===== src/rtl/lzsa_pkg.sv =====
package lzsa_pkg;

  // Aligned flag: v = the compared window symbol was real, e = equality
  typedef struct packed {
    logic v;
    logic e;
  } flag_t;

  // Number of accepts that flag j must wait so that it meets flag LS-1
  function automatic int skew_depth(input int ls, input int j);
    return 2 * (ls - 1 - j);
  endfunction

  // Accepted window symbols before the first start position is complete
  function automatic int fill_accepts(input int ls);
    return 2 * ls - 1;
  endfunction

endpackage


===== src/rtl/lzsa_pe.sv =====
module lzsa_pe #(
  parameter int W = 8
) (
  input  logic             clk,
  input  logic             rst,
  input  logic             flush,
  input  logic             adv,
  input  logic [W-1:0]     y_in,
  input  logic [W-1:0]     x_in,
  input  logic             v_in,
  output logic [W-1:0]     x_out,
  output logic             v_out,
  output lzsa_pkg::flag_t  flag
);

  logic [W-1:0] y_q;
  logic [W-1:0] x_q;
  logic         v_q;
  logic         sym_eq;

  always_ff @(posedge clk) begin
    if (rst) begin
      y_q <= '0;
      x_q <= '0;
      v_q <= 1'b0;
    end else if (flush) begin
      y_q <= y_in;
      v_q <= 1'b0;
    end else if (adv) begin
      x_q <= x_in;
      v_q <= v_in;
    end
  end

  assign sym_eq = (x_q == y_q);
  assign x_out  = x_q;
  assign v_out  = v_q;
  assign flag.v = v_q;
  assign flag.e = sym_eq & v_q;

  AST_PE_FLUSH_EMPTIES: assert property (@(posedge clk) disable iff (rst)
    flush |=> !v_out) else $error("pe kept a symbol across a load");

endmodule


===== src/rtl/lzsa_deskew.sv =====
module lzsa_deskew #(
  parameter int DEPTH = 2
) (
  input  logic             clk,
  input  logic             rst,
  input  logic             flush,
  input  logic             adv,
  input  lzsa_pkg::flag_t  din,
  output lzsa_pkg::flag_t  dout
);

  lzsa_pkg::flag_t sr [DEPTH];

  always_ff @(posedge clk) begin
    if (rst || flush) begin
      for (int k = 0; k < DEPTH; k++) sr[k] <= '0;
    end else if (adv) begin
      sr[0] <= din;
      for (int k = 1; k < DEPTH; k++) sr[k] <= sr[k-1];
    end
  end

  assign dout = sr[DEPTH-1];

  AST_DESKEW_NO_FALSE_HIT: assert property (@(posedge clk) disable iff (rst)
    dout.e |-> dout.v) else $error("equality flag without a real symbol");

endmodule


===== src/rtl/lzsa_lenc.sv =====
module lzsa_lenc #(
  parameter int LS  = 16,
  parameter int WIN = 512,
  localparam int LW = $clog2(LS + 1),
  localparam int PW = $clog2(WIN)
) (
  input  logic            clk,
  input  logic            rst,
  input  logic            flush,
  input  logic            adv,
  input  logic [LS-1:0]   al_e,
  input  logic            al_v,
  output logic [LW-1:0]   li,
  output logic            li_valid,
  output logic [PW-1:0]   li_pos,
  output logic [LS-1:0]   match_flags
);

  // Index of the first cleared flag, LS when none is cleared
  function automatic logic [LW-1:0] prefix_run(input logic [LS-1:0] f);
    logic [LW-1:0] r;
    logic          stop;
    r    = '0;
    stop = 1'b0;
    for (int j = 0; j < LS; j++) begin
      if (!stop) begin
        if (f[j]) r = r + LW'(1);
        else      stop = 1'b1;
      end
    end
    return r;
  endfunction

  // Ones in the n lowest positions
  function automatic logic [LS-1:0] low_mask(input logic [LW-1:0] n);
    logic [LS-1:0] m;
    for (int j = 0; j < LS; j++) m[j] = (j < int'(n));
    return m;
  endfunction

  function automatic logic [PW-1:0] pos_step(input logic [PW-1:0] p);
    return (p == PW'(WIN - 1)) ? '0 : p + PW'(1);
  endfunction

  logic          fresh_q;
  logic          emit;
  logic [LW-1:0] run_len;
  logic [PW-1:0] pos_cnt;

  assign run_len = prefix_run(al_e);
  assign emit    = fresh_q & al_v & ~flush;

  always_ff @(posedge clk) begin
    if (rst) begin
      fresh_q <= 1'b0;
    end else begin
      fresh_q <= adv;
    end
  end

  always_ff @(posedge clk) begin
    if (rst) begin
      li          <= '0;
      li_valid    <= 1'b0;
      li_pos      <= '0;
      match_flags <= '0;
      pos_cnt     <= '0;
    end else begin
      li_valid <= emit;
      if (flush) begin
        pos_cnt <= '0;
      end else if (emit) begin
        li          <= run_len;
        li_pos      <= pos_cnt;
        match_flags <= al_e;
        pos_cnt     <= pos_step(pos_cnt);
      end
    end
  end

  AST_LI_PREFIX: assert property (@(posedge clk) disable iff (rst)
    li_valid |-> ((match_flags & low_mask(li)) == low_mask(li))) else $error("li runs past a mismatch");
  AST_LI_FIRST_ZERO: assert property (@(posedge clk) disable iff (rst)
    (li_valid && (int'(li) < LS)) |-> !match_flags[li]) else $error("li stops on a match");
  AST_LI_BOUND: assert property (@(posedge clk) disable iff (rst)
    li_valid |-> (int'(li) <= LS)) else $error("li exceeds lookahead length");
  AST_LI_HELD: assert property (@(posedge clk) disable iff (rst)
    !li_valid |-> ($stable(li) && $stable(li_pos) && $stable(match_flags))) else $error("result moved without valid");
  AST_EMIT_AFTER_ACCEPT: assert property (@(posedge clk) disable iff (rst)
    li_valid |-> $past(adv, 2)) else $error("result without an accepted symbol");
  AST_FLUSH_QUIET: assert property (@(posedge clk) disable iff (rst)
    flush |=> !li_valid) else $error("result right after a load");

endmodule


===== src/rtl/lzsa_match_array.sv =====
module lzsa_match_array #(
  parameter int W   = 8,
  parameter int LS  = 16,
  parameter int WIN = 512,
  localparam int LW = $clog2(LS + 1),
  localparam int PW = $clog2(WIN)
) (
  input  logic              clk,
  input  logic              rst,
  input  logic              y_load,
  input  logic [LS*W-1:0]   y_data,
  input  logic              x_valid,
  input  logic [W-1:0]      x_data,
  output logic [LW-1:0]     li,
  output logic              li_valid,
  output logic [PW-1:0]     li_pos,
  output logic [LS-1:0]     match_flags
);

  logic              adv;
  logic [W-1:0]      x_chain [LS];
  logic [LS-1:0]     v_chain;
  lzsa_pkg::flag_t   raw_flag [LS];
  lzsa_pkg::flag_t   al_flag  [LS];
  logic [LS-1:0]     al_e;
  logic [LS-1:0]     al_v_all;

  // Load wins over a symbol offered in the same cycle
  assign adv = x_valid & ~y_load;

  for (genvar j = 0; j < LS; j++) begin : g_pe
    logic [W-1:0] x_feed;
    logic         v_feed;
    if (j == 0) begin : g_head
      assign x_feed = x_data;
      assign v_feed = 1'b1;
    end else begin : g_link
      assign x_feed = x_chain[j-1];
      assign v_feed = v_chain[j-1];
    end

    lzsa_pe #(.W(W)) u_pe (
      .clk   (clk),
      .rst   (rst),
      .flush (y_load),
      .adv   (adv),
      .y_in  (y_data[j*W +: W]),
      .x_in  (x_feed),
      .v_in  (v_feed),
      .x_out (x_chain[j]),
      .v_out (v_chain[j]),
      .flag  (raw_flag[j])
    );

    localparam int SKEW = lzsa_pkg::skew_depth(LS, j);
    if (SKEW == 0) begin : g_direct
      assign al_flag[j] = raw_flag[j];
    end else begin : g_delay
      lzsa_deskew #(.DEPTH(SKEW)) u_dsk (
        .clk   (clk),
        .rst   (rst),
        .flush (y_load),
        .adv   (adv),
        .din   (raw_flag[j]),
        .dout  (al_flag[j])
      );
    end

    assign al_e[j]     = al_flag[j].e;
    assign al_v_all[j] = al_flag[j].v;
  end

  lzsa_lenc #(.LS(LS), .WIN(WIN)) u_enc (
    .clk         (clk),
    .rst         (rst),
    .flush       (y_load),
    .adv         (adv),
    .al_e        (al_e),
    .al_v        (al_v_all[0]),
    .li          (li),
    .li_valid    (li_valid),
    .li_pos      (li_pos),
    .match_flags (match_flags)
  );

  // Element 0 carries the newest start position, so its valid comes last
  AST_FILL_ORDER: assert property (@(posedge clk) disable iff (rst)
    al_v_all[0] |-> (&al_v_all)) else $error("start position incomplete at encoder");
  AST_RESULT_NEEDS_FILL: assert property (@(posedge clk) disable iff (rst)
    li_valid |-> v_chain[LS-1]) else $error("result before array filled");

endmodule


===== config.mk =====
export PLATFORM = sky130hd
export DESIGN_NAME = lzsa_match_array
export DESIGN_NICKNAME = d
export VERILOG_FILES = /design/src/rtl/lzsa_pkg.sv /design/src/rtl/lzsa_pe.sv /design/src/rtl/lzsa_deskew.sv /design/src/rtl/lzsa_lenc.sv /design/src/rtl/lzsa_match_array.sv
export SDC_FILE = /design/constraint.sdc
export NUM_CORES = 1
export LEC_CHECK = 0
export BUFFER_PORTS_ARGS = -buffer_cell sky130_fd_sc_hd__buf_4
export CORE_UTILIZATION = 60
export DETAILED_ROUTE_END_ITERATION = 10
export PLACE_DENSITY = 0.78
export SLEW_MARGIN = 15
export SYNTH_ARGS = -nofsm -noshare
export SYNTH_HDL_FRONTEND = slang
export SYNTH_HIERARCHICAL = 1
export SYNTH_SLANG_ARGS = --single-unit
export TNS_END_PERCENT = 20

===== constraint.sdc =====
create_clock -name clk -period 8.1 [get_ports clk]
set_input_delay 1.215 -clock clk [delete_from_list [all_inputs] [get_ports clk]]
set_output_delay 1.215 -clock clk [all_outputs]
set_load 0.01 [all_outputs]

==> run metrics, run 1 <==
status=complete, no violations; Vias/cell=5.61; Avg Inst Size Synth=12.4 um^2; Cell Area, Placed=0.0273 mm^2; TritonCTS clock tree=yes; die width=213 um; cell row count=77; GRT Residual Overflow=0; final hold vios=0; Psw=1.41 mW; via count=15885; CP max stage delay=0.54 ns; Seq pwr share=50.6%; RSZ-0062 raised after global routing=false; Ys Warns=6; Leak=11.2 nW; Layout Nets=2343; Pwr Density=219 mW/mm^2; total track usage=20.9%; pins over their slew limit=0; max frequency=134 MHz; Max-Cap Viols=0; setup ws final=0.645 ns; Mapped Nets=2322; worst slack, placed=0.710 ns; commonest non-fill, non-tap cell in the layout=dfxtp_1; CP top delay family=adder cells; IR drop worst, VDD=156 uV; crit path launch=g_pe[2].g_delay.u_dsk/sr[1][18]$_SDFFCE_PP0P_; Die Area=0.0455 mm^2; commonest non-fill, non-tap cells in the layout=313 x dfxtp_1, 282 x mux2i_1, 278 x nor2_1; clock buffer count from CTS=59; Hold Path Cell Cnt=2; top-level I/O count=171; later-pin clock latency in the skew report=0.62 ns; WP data required=8.55 ns; drt total wl=47400 um; fin area=0.0293 mm^2; r2r startpoint=g_pe[2].g_delay.u_dsk/sr[1][18]$_SDFFCE_PP0P_; hold buffers post-CTS=0; Logic pwr share=6.2%; synthesized area=0.0268 mm^2; Critical Path Fanout Max=9; switch share=22.0%; fin crit period=7.46 ns; CP Class=flop to flop; most numerous cell on the critical path=ha_1; final setup fails=0; Bufs on Longest Clock Path=3; fraction of layout instances using a drive strength above 1=20.6%; Least-Margin Pin Slew=1.06 ns; ANT nets after route=0; Clk network pwr share=43.2%; ANT cells=0; Hold EP=u_enc/match_flags[12]$_SDFFE_PP0P_; CP Capture Type=flop; DRC=0; Syn Inst Count=2168; worst hold slack=0.456 ns; Pwr Total=6.42 mW; fin crit share=92.0%; CTS H-Tree Depth=2; Worst slew margin=29.4%; Worst R2R Setup Slack=0.64 ns; post-route setup TNS=0 ns; worst reg2reg path endpoint=u_enc/li[4]$_SDFFE_PP0P_; Setup Skew=0.0148 ns; hold_sp=u_enc/match_flags[12]$_SDFFE_PP0P_; Placer Congestion=0.852; CP bufs+invs=3; wire per inst=16.7 um; clock sinks=583; r2r worst-path depth=36; Die Height=213 um; first-pass GRT wire length=78100 um; met3 routed WL=1590 um; highest routed layer=met4; CORE AREA=0.0441 mm^2; P&R area growth vs syn=9.50%; Hold WC Path Type=flop to flop; Root Driver=clkbuf_16; Worst-path clk slew=0.06 ns; routed wire length on met2=22300 um; Internal=5.00 mW; largest net degree at the start of global routing=219; vias in the first global route=15393; slowest CP cell=edfxtp_1; Startpoint Class=flop; initial antenna violation count=0; Port Buffers=170; Starting Density=60.7%; Detailed Routing Iterations Pass 1=5; hpwl dp=28800 um; Crit path arrival time=7.90 ns; initial DRC count=990; M1 wire length=22600 um
through the flow:
step	std cells	util (%)
finish	2832	66.5
global route	2832	66.5
CTS	2831	66.4
detailed placement	2719	61.9
global placement	2719	61.9
floorplan	2168	-
final cells by class:
class	instances	area, um^2
clock buffer	71	1620
clock inverter	41	392
fill	3269	14800
inverter	12	45.0
multi-input combinational	1350	10700
sequential	583	14400
tap	592	741
timing repair buffer	183	1440
worst max-delay path by stage:
stage / depth (start not counted) / end
final: 36 / u_enc/li[4]$_SDFFE_PP0P_
after global routing: 36 / u_enc/li[4]$_SDFFE_PP0P_
after CTS: 36 / u_enc/li[4]$_SDFFE_PP0P_
after detailed placement: 36 / u_enc/li[4]$_SDFFE_PP0P_
after global placement: 36 / u_enc/li[4]$_SDFFE_PP0P_
after floorplan: 39 / u_enc/li[4]$_SDFFE_PP0P_
sequential cells by signal (all words and copies together) (netlist names):
signal	count
g_pe.u_pe/v_out	16
u_enc/pos_cnt	9
u_enc/match_flags	16
u_enc/fresh_q	1
u_enc/li_valid	1
u_enc/li_pos	9
g_pe.g_delay.u_dsk/sr	270
u_enc/li	5
g_pe.u_pe/y_q	128
g_pe.u_pe/x_out	128
timing repair:
action | 4_1_cts | 5_1_grt
hold endpoints to repair | 0 | 0
endpoints found under the setup margin | 0 | 1
setup buffers | 0 | 0
gates resized for setup | 0 | 1
power by group through the flow:
| stage | Sequential (mW) | Combinational [mW] | Clock, mW |
|---|---|---|---|
| 2_1_floorplan | 3.28 | 0.342 | 0 |
| 3_5_place_dp | 3.31 | 0.399 | 0 |
| 6_report | 3.24 | 0.398 | 2.77 |
| 4_1_cts | 3.24 | 0.401 | 2.85 |
| 3_3_place_gp | 3.30 | 0.387 | 0 |
| 5_1_grt | 3.26 | 0.435 | 2.96 |
worst register-to-register path: cells and delay by family (launching register included):
kind                     cells  cell delay (ns)
AND/OR/NAND/NOR              8             1.45
flip-flops                   1             0.54
XOR/XNOR                     3             0.55
buffers and inverters        3             0.24
adder cells (fa/ha/maj)      7             2.08
AO/OA/AOI/OAI               11             2.05
multiplexers                 4             0.38
routing by layer:
layer | vias up | GRT usage [%]
met5 | - | 0
met4 | 0 | 6.08
met3 | 72 | 3.40
met2 | 256 | 33.0
met1 | 7766 | 29.7
li1 | 7791 | -
(Power assumes the default switching activity.)
==> inputs of run 2 (changes only) <==
--- a/config.mk
+++ b/config.mk
@@ -8,7 +8,7 @@
 export BUFFER_PORTS_ARGS = -buffer_cell sky130_fd_sc_hd__buf_4
 export CORE_UTILIZATION = 60
 export DETAILED_ROUTE_END_ITERATION = 10
-export PLACE_DENSITY = 0.78
+export PLACE_DENSITY_LB_ADDON = 0.12
 export SLEW_MARGIN = 15
 export SYNTH_ARGS = -nofsm -noshare
 export SYNTH_HDL_FRONTEND = slang
==> run metrics, run 2 (same netlist as run 1, synthesis figures left out) <==
Post-CTS Setup Bufs=0 (unchanged); WP data required=8.55 ns (about the same); Startpoint Class=flop (unchanged); Setup Skew=0.0182 ns (was 0.0148 ns); Die Area=0.0455 mm^2 (unchanged); Starting Density=60.7% (unchanged); fin area=0.0293 mm^2 (about the same); setup ws final=0.636 ns (was 0.645 ns); initial antenna violation count=0 (unchanged); slowest CP cell=edfxtp_1 (unchanged); ANT nets after route=0 (unchanged); largest net degree at the start of global routing=192 (was 219); CTS H-Tree Depth=2 (unchanged); Port Buffers=170 (unchanged); Largest Register=g_pe.g_delay.u_dsk/sr (unchanged); commonest non-fill, non-tap cell in the layout=dfxtp_1 (unchanged); wire per inst=16.7 um (about the same); Critical Path Fanout Max=9 (unchanged); fin crit period=7.46 ns (about the same); max reg flops=270 (unchanged); Fillers=3378 (was 3269); Placer Congestion=0.828 (was 0.852); vias in the first global route=15499 (was 15393); Vias/cell=5.57 (was 5.61); CORE AREA=0.0441 mm^2 (unchanged); Hold WC Path Type=flop to flop (unchanged); CP Capture Type=flop (unchanged); max frequency=134 MHz (about the same); ANT cells=0 (unchanged); Least-Margin Pin Slew=1.07 ns (was 1.06 ns); CP Class=flop to flop (unchanged); later-pin clock latency in the skew report=0.62 ns (about the same); GRT Residual Overflow=0 (unchanged); commonest non-fill, non-tap cells in the layout=313 x dfxtp_1, 282 x mux2i_1, 278 x nor2_1 (unchanged); Cell Area, Placed=0.0273 mm^2 (about the same); Worst-path clk slew=0.07 ns (was 0.06 ns); Pwr Density=218 mW/mm^2 (was 219 mW/mm^2); # resized after CTS=0 (unchanged); total track usage=20.8% (was 20.9%); Layout Nets=2345 (was 2343); most numerous cell on the critical path=ha_1 (unchanged); Multi-input gate area=0.0107 mm^2 (about the same); first-pass GRT wire length=77500 um (was 78100 um); Worst slew margin=28.4% (was 29.4%); top-level I/O count=171 (unchanged); die width=213 um (unchanged); DRC=0 (unchanged); Seq. cell area=0.0144 mm^2 (unchanged); cell row count=77 (unchanged); CP max stage delay=0.53 ns (was 0.54 ns); Die Height=213 um (unchanged); hold buffers post-CTS=0 (unchanged); via count=15810 (was 15885); fin crit share=92.2% (was 92.0%); initial DRC count=1070 (was 990); P&R area growth vs syn=9.38% (was 9.50%); hpwl dp=29200 um (was 28800 um); pins over their slew limit=0 (unchanged); status=complete, no violations (unchanged); fraction of layout instances using a drive strength above 1=20.7% (was 20.6%); clock sinks=583 (unchanged); Bufs on Longest Clock Path=3 (unchanged); Root Driver=clkbuf_16 (unchanged); Crit path arrival time=7.92 ns (was 7.90 ns); TritonCTS clock tree=yes (unchanged); worst slack, placed=0.771 ns (was 0.710 ns); final hold vios=0 (unchanged); Leak=11.2 nW (about the same); Pwr Total=6.38 mW (was 6.42 mW); Max-Cap Viols=0 (unchanged); drt total wl=47400 um (about the same); Final Core Density=66.4% (was 66.5%); IR drop worst, VDD=222 uV (was 156 uV); final setup fails=0 (unchanged); clock buffer count from CTS=61 (was 59); Detailed Routing Iterations Pass 1=7 (was 5)
==> run 2: report_power, final <==
part / total, mW / switching [mW] / internal, mW
clock: 2.74 / 1.15 / 1.59
sequential: 3.24 / 0.0546 / 3.19
combinational: 0.396 / 0.208 / 0.188
total: 6.38 / 1.41 / 4.97
==> run 2: cell type report <==
class | count | area share (%)
Clock buffer | 88 | 6.07
Inverter | 12 | 0.154
Sequential cell | 583 | 49.0
Tap cell | 592 | 2.53
Timing Repair Buffer | 183 | 4.82
Clock inverter | 28 | 0.777
Multi-Input combinational cell | 1350 | 36.6
==> run 2: through the flow <==
| step | setup TNS (ns) | hold slack (ns) | instances |
|---|---|---|---|
| after global placement | 0 | 0.446 | 2720 |
| after CTS | 0 | 0.456 | 2836 |
| after floorplan | 0 | 0.448 | 2168 |
| after global routing | -0.00174 | 0.475 | 2836 |
| after detailed placement | 0 | 0.448 | 2720 |
| final | 0 | 0.456 | 2836 |
==> run 2: routing by layer <==
layer	vias to the layer above	wire length, um	share of wire, %	track usage, %
met1	7660	22200	47	28.6
met4	0	828	1.7	5.99
met2	290	22500	48	33.7
met3	65	1890	4.0	3.47
met5	-	0	0	0
li1	7795	-	-	-
==> run 2: final timing paths <==
path,start,end,slack (ns),cells past startpoint
setup / recovery,g_pe[2].g_delay.u_dsk/sr[1][18]$_SDFFCE_PP0P_,u_enc/li[4]$_SDFFE_PP0P_,0.64,37
hold / removal,u_enc/li_pos[4]$_SDFFE_PP0P_,u_enc/li_pos[4]$_SDFFE_PP0P_,0.46,2
setup reg to reg,g_pe[2].g_delay.u_dsk/sr[1][18]$_SDFFCE_PP0P_,u_enc/li[4]$_SDFFE_PP0P_,0.64,37
hold reg to reg,u_enc/li_pos[4]$_SDFFE_PP0P_,u_enc/li_pos[4]$_SDFFE_PP0P_,0.46,2
==> run 2: worst max-delay path, delay by kind of cell (launching register included) <==
kind            cells  cell delay (ns)
mux                 4             0.39
xor+xnor            3             0.57
fa+ha+maj           7             2.03
flops               1             0.53
simple gates        7             1.23
buf+inv             4             0.40
compound gates     12             2.15
==> inputs of run 3 (changes only) <==
--- a/config.mk
+++ b/config.mk
@@ -6,9 +6,11 @@
 export NUM_CORES = 1
 export LEC_CHECK = 0
 export BUFFER_PORTS_ARGS = -buffer_cell sky130_fd_sc_hd__buf_4
+export CAP_MARGIN = 20
+export CORE_MARGIN = 8
 export CORE_UTILIZATION = 60
 export DETAILED_ROUTE_END_ITERATION = 10
-export PLACE_DENSITY_LB_ADDON = 0.12
+export PLACE_DENSITY = 0.78
 export SLEW_MARGIN = 15
 export SYNTH_ARGS = -nofsm -noshare
 export SYNTH_HDL_FRONTEND = slang
==> run metrics, run 3 (same netlist as run 1, synthesis figures left out) <==
status=complete, no violations (unchanged); later-pin clock latency in the skew report=0.60 ns (was 0.62 ns); Max-Cap Viols=0 (unchanged); vias in the first global route=15845 (was 15499); final hold vios=0 (unchanged); post-route setup TNS=0 ns (unchanged); clock buffer count from CTS=59 (was 61); first-pass GRT wire length=80100 um (was 77500 um); Least-Margin Pin Slew=1.05 ns (was 1.07 ns); fraction of layout instances using a drive strength above 1=20.6% (was 20.7%); clock sinks=583 (unchanged); drt total wl=48000 um (was 47400 um); DRC=0 (unchanged); GRT Residual Overflow=0 (unchanged); max reg flops=270 (unchanged); CORE AREA=0.0441 mm^2 (unchanged); setup ws final=0.679 ns (was 0.636 ns); Hold WC Path Type=flop to flop (unchanged); Die Area=0.0517 mm^2 (was 0.0455 mm^2); IR drop worst, VDD=196 uV (was 222 uV); r2r worst-path depth=36 (was 37); Crit path arrival time=7.87 ns (was 7.92 ns); Die Height=227 um (was 213 um); # resized after CTS=0 (unchanged); most numerous cell on the critical path=ha_1 (unchanged); RSZ-0062 raised after global routing=false; Detailed Routing Iterations Pass 1=7 (unchanged); ANT cells=0 (unchanged); Startpoint Class=flop (unchanged); hold buffers post-CTS=0 (unchanged); Worst-path clk slew=0.06 ns (was 0.07 ns); hpwl dp=30200 um (was 29200 um); top-level I/O count=171 (unchanged); fin crit period=7.42 ns (was 7.46 ns); P&R area growth vs syn=9.43% (was 9.38%); hold_sp=u_enc/match_flags[13]$_SDFFE_PP0P_ (was u_enc/li_pos[4]$_SDFFE_PP0P_); via count=15774 (was 15810); die width=227 um (was 213 um); Port Buffers=170 (unchanged); WP data required=8.55 ns (about the same); Pwr Density=218 mW/mm^2 (about the same); Largest Register=g_pe.g_delay.u_dsk/sr (unchanged); initial DRC count=1160 (was 1070); largest net degree at the start of global routing=155 (was 192); CP Class=flop to flop (unchanged); Pwr Total=6.39 mW (was 6.38 mW); final non-filler cell total=2831 (was 2836); Hold EP=u_enc/match_flags[13]$_SDFFE_PP0P_ (was u_enc/li_pos[4]$_SDFFE_PP0P_); slowest CP cell=edfxtp_1 (unchanged); CP max stage delay=0.53 ns (about the same); pins over their slew limit=0 (unchanged); worst slack, placed=0.784 ns (was 0.771 ns); Worst R2R Setup Slack=0.68 ns (was 0.64 ns); Setup Skew=0.0130 ns (was 0.0182 ns); initial antenna violation count=0 (unchanged); Vias/cell=5.57 (about the same); commonest non-fill, non-tap cell in the layout=dfxtp_1 (unchanged); placed insts=2721 (was 2720); ANT nets after route=0 (unchanged); TritonCTS clock tree=yes (unchanged); cell row count=77 (unchanged); Placer Congestion=0.865 (was 0.828); Worst slew margin=30.1% (was 28.4%); fin crit share=91.6% (was 92.2%); Starting Density=60.7% (unchanged); wire per inst=17.0 um (was 16.7 um); CTS H-Tree Depth=2 (unchanged); worst reg2reg path endpoint=u_enc/li[4]$_SDFFE_PP0P_ (unchanged); Critical Path Fanout Max=9 (unchanged); Post-CTS Setup Bufs=0 (unchanged); final setup fails=0 (unchanged); Final Core Density=66.5% (was 66.4%); commonest non-fill, non-tap cells in the layout=313 x dfxtp_1, 282 x mux2i_1, 278 x nor2_1 (unchanged); r2r startpoint=g_pe[2].g_delay.u_dsk/sr[1][18]$_SDFFCE_PP0P_ (unchanged); Leak=11.2 nW (about the same); Root Driver=clkbuf_16 (unchanged); total track usage=18.4% (was 20.8%); max frequency=135 MHz (was 134 MHz); Bufs on Longest Clock Path=3 (unchanged); Hold Path Cell Cnt=2 (unchanged); Layout Nets=2344 (was 2345); CP Capture Type=flop (unchanged)
run 3: where the power goes:
part	leakage [nW]	switching, mW	internal, mW
Sequential	5.62	0.0545	3.19
Combinational	4.61	0.208	0.189
Clock	0.985	1.10	1.65
Total	11.2	1.36	5.02
run 3: how the worst max path moves through the flow:
stage,start,to,cells past startpoint
2_1_floorplan,g_pe[2].g_delay.u_dsk/sr[1][18]$_SDFFCE_PP0P_,u_enc/li[4]$_SDFFE_PP0P_,39
3_3_place_gp,g_pe[2].g_delay.u_dsk/sr[1][18]$_SDFFCE_PP0P_,u_enc/li[4]$_SDFFE_PP0P_,36
3_5_place_dp,g_pe[2].g_delay.u_dsk/sr[1][18]$_SDFFCE_PP0P_,u_enc/li[4]$_SDFFE_PP0P_,36
4_1_cts,g_pe[2].g_delay.u_dsk/sr[1][18]$_SDFFCE_PP0P_,u_enc/li[4]$_SDFFE_PP0P_,36
5_1_grt,g_pe[2].g_delay.u_dsk/sr[1][18]$_SDFFCE_PP0P_,u_enc/li[4]$_SDFFE_PP0P_,36
6_report,g_pe[2].g_delay.u_dsk/sr[1][18]$_SDFFCE_PP0P_,u_enc/li[4]$_SDFFE_PP0P_,36
run 3: through the flow:
stage	hold WS, ns	instance area, um^2
6_report	0.459	29300
2_1_floorplan	0.448	26800
3_3_place_gp	0.445	27300
3_5_place_dp	0.452	27300
5_1_grt	0.486	29300
4_1_cts	0.460	29300
run 3: worst max-delay path, delay by kind of cell (launching register included):
family	cells	cell delay, ns
and+or+nand+nor	6	1.10
adders and majority gates	7	2.06
xor gates and xnor gates	3	0.54
AOI/OAI and AO/OA	12	2.36
DFF	1	0.53
buffers and inverters	4	0.33
muxes	4	0.36
run 3: routing by layer:
| metal | global-route usage, % | vias up | share of wire [%] |
|---|---|---|---|
| met5 | 0 | - | 0 |
| met4 | 5.32 | 0 | 1.8 |
| met3 | 2.74 | 66 | 3.6 |
| met2 | 30.1 | 255 | 48 |
| met1 | 25.3 | 7682 | 47 |
| li1 | - | 7771 | - |
run 3: cell type report:
cell class	count	area (um^2)
clock buffers	88	1790
fillers	3318	14800
inverters	12	45.0
well taps	592	741
clock inverters	22	220
flip-flops and latches	583	14400
multi-input cells	1350	10700
repair buffers	184	1430
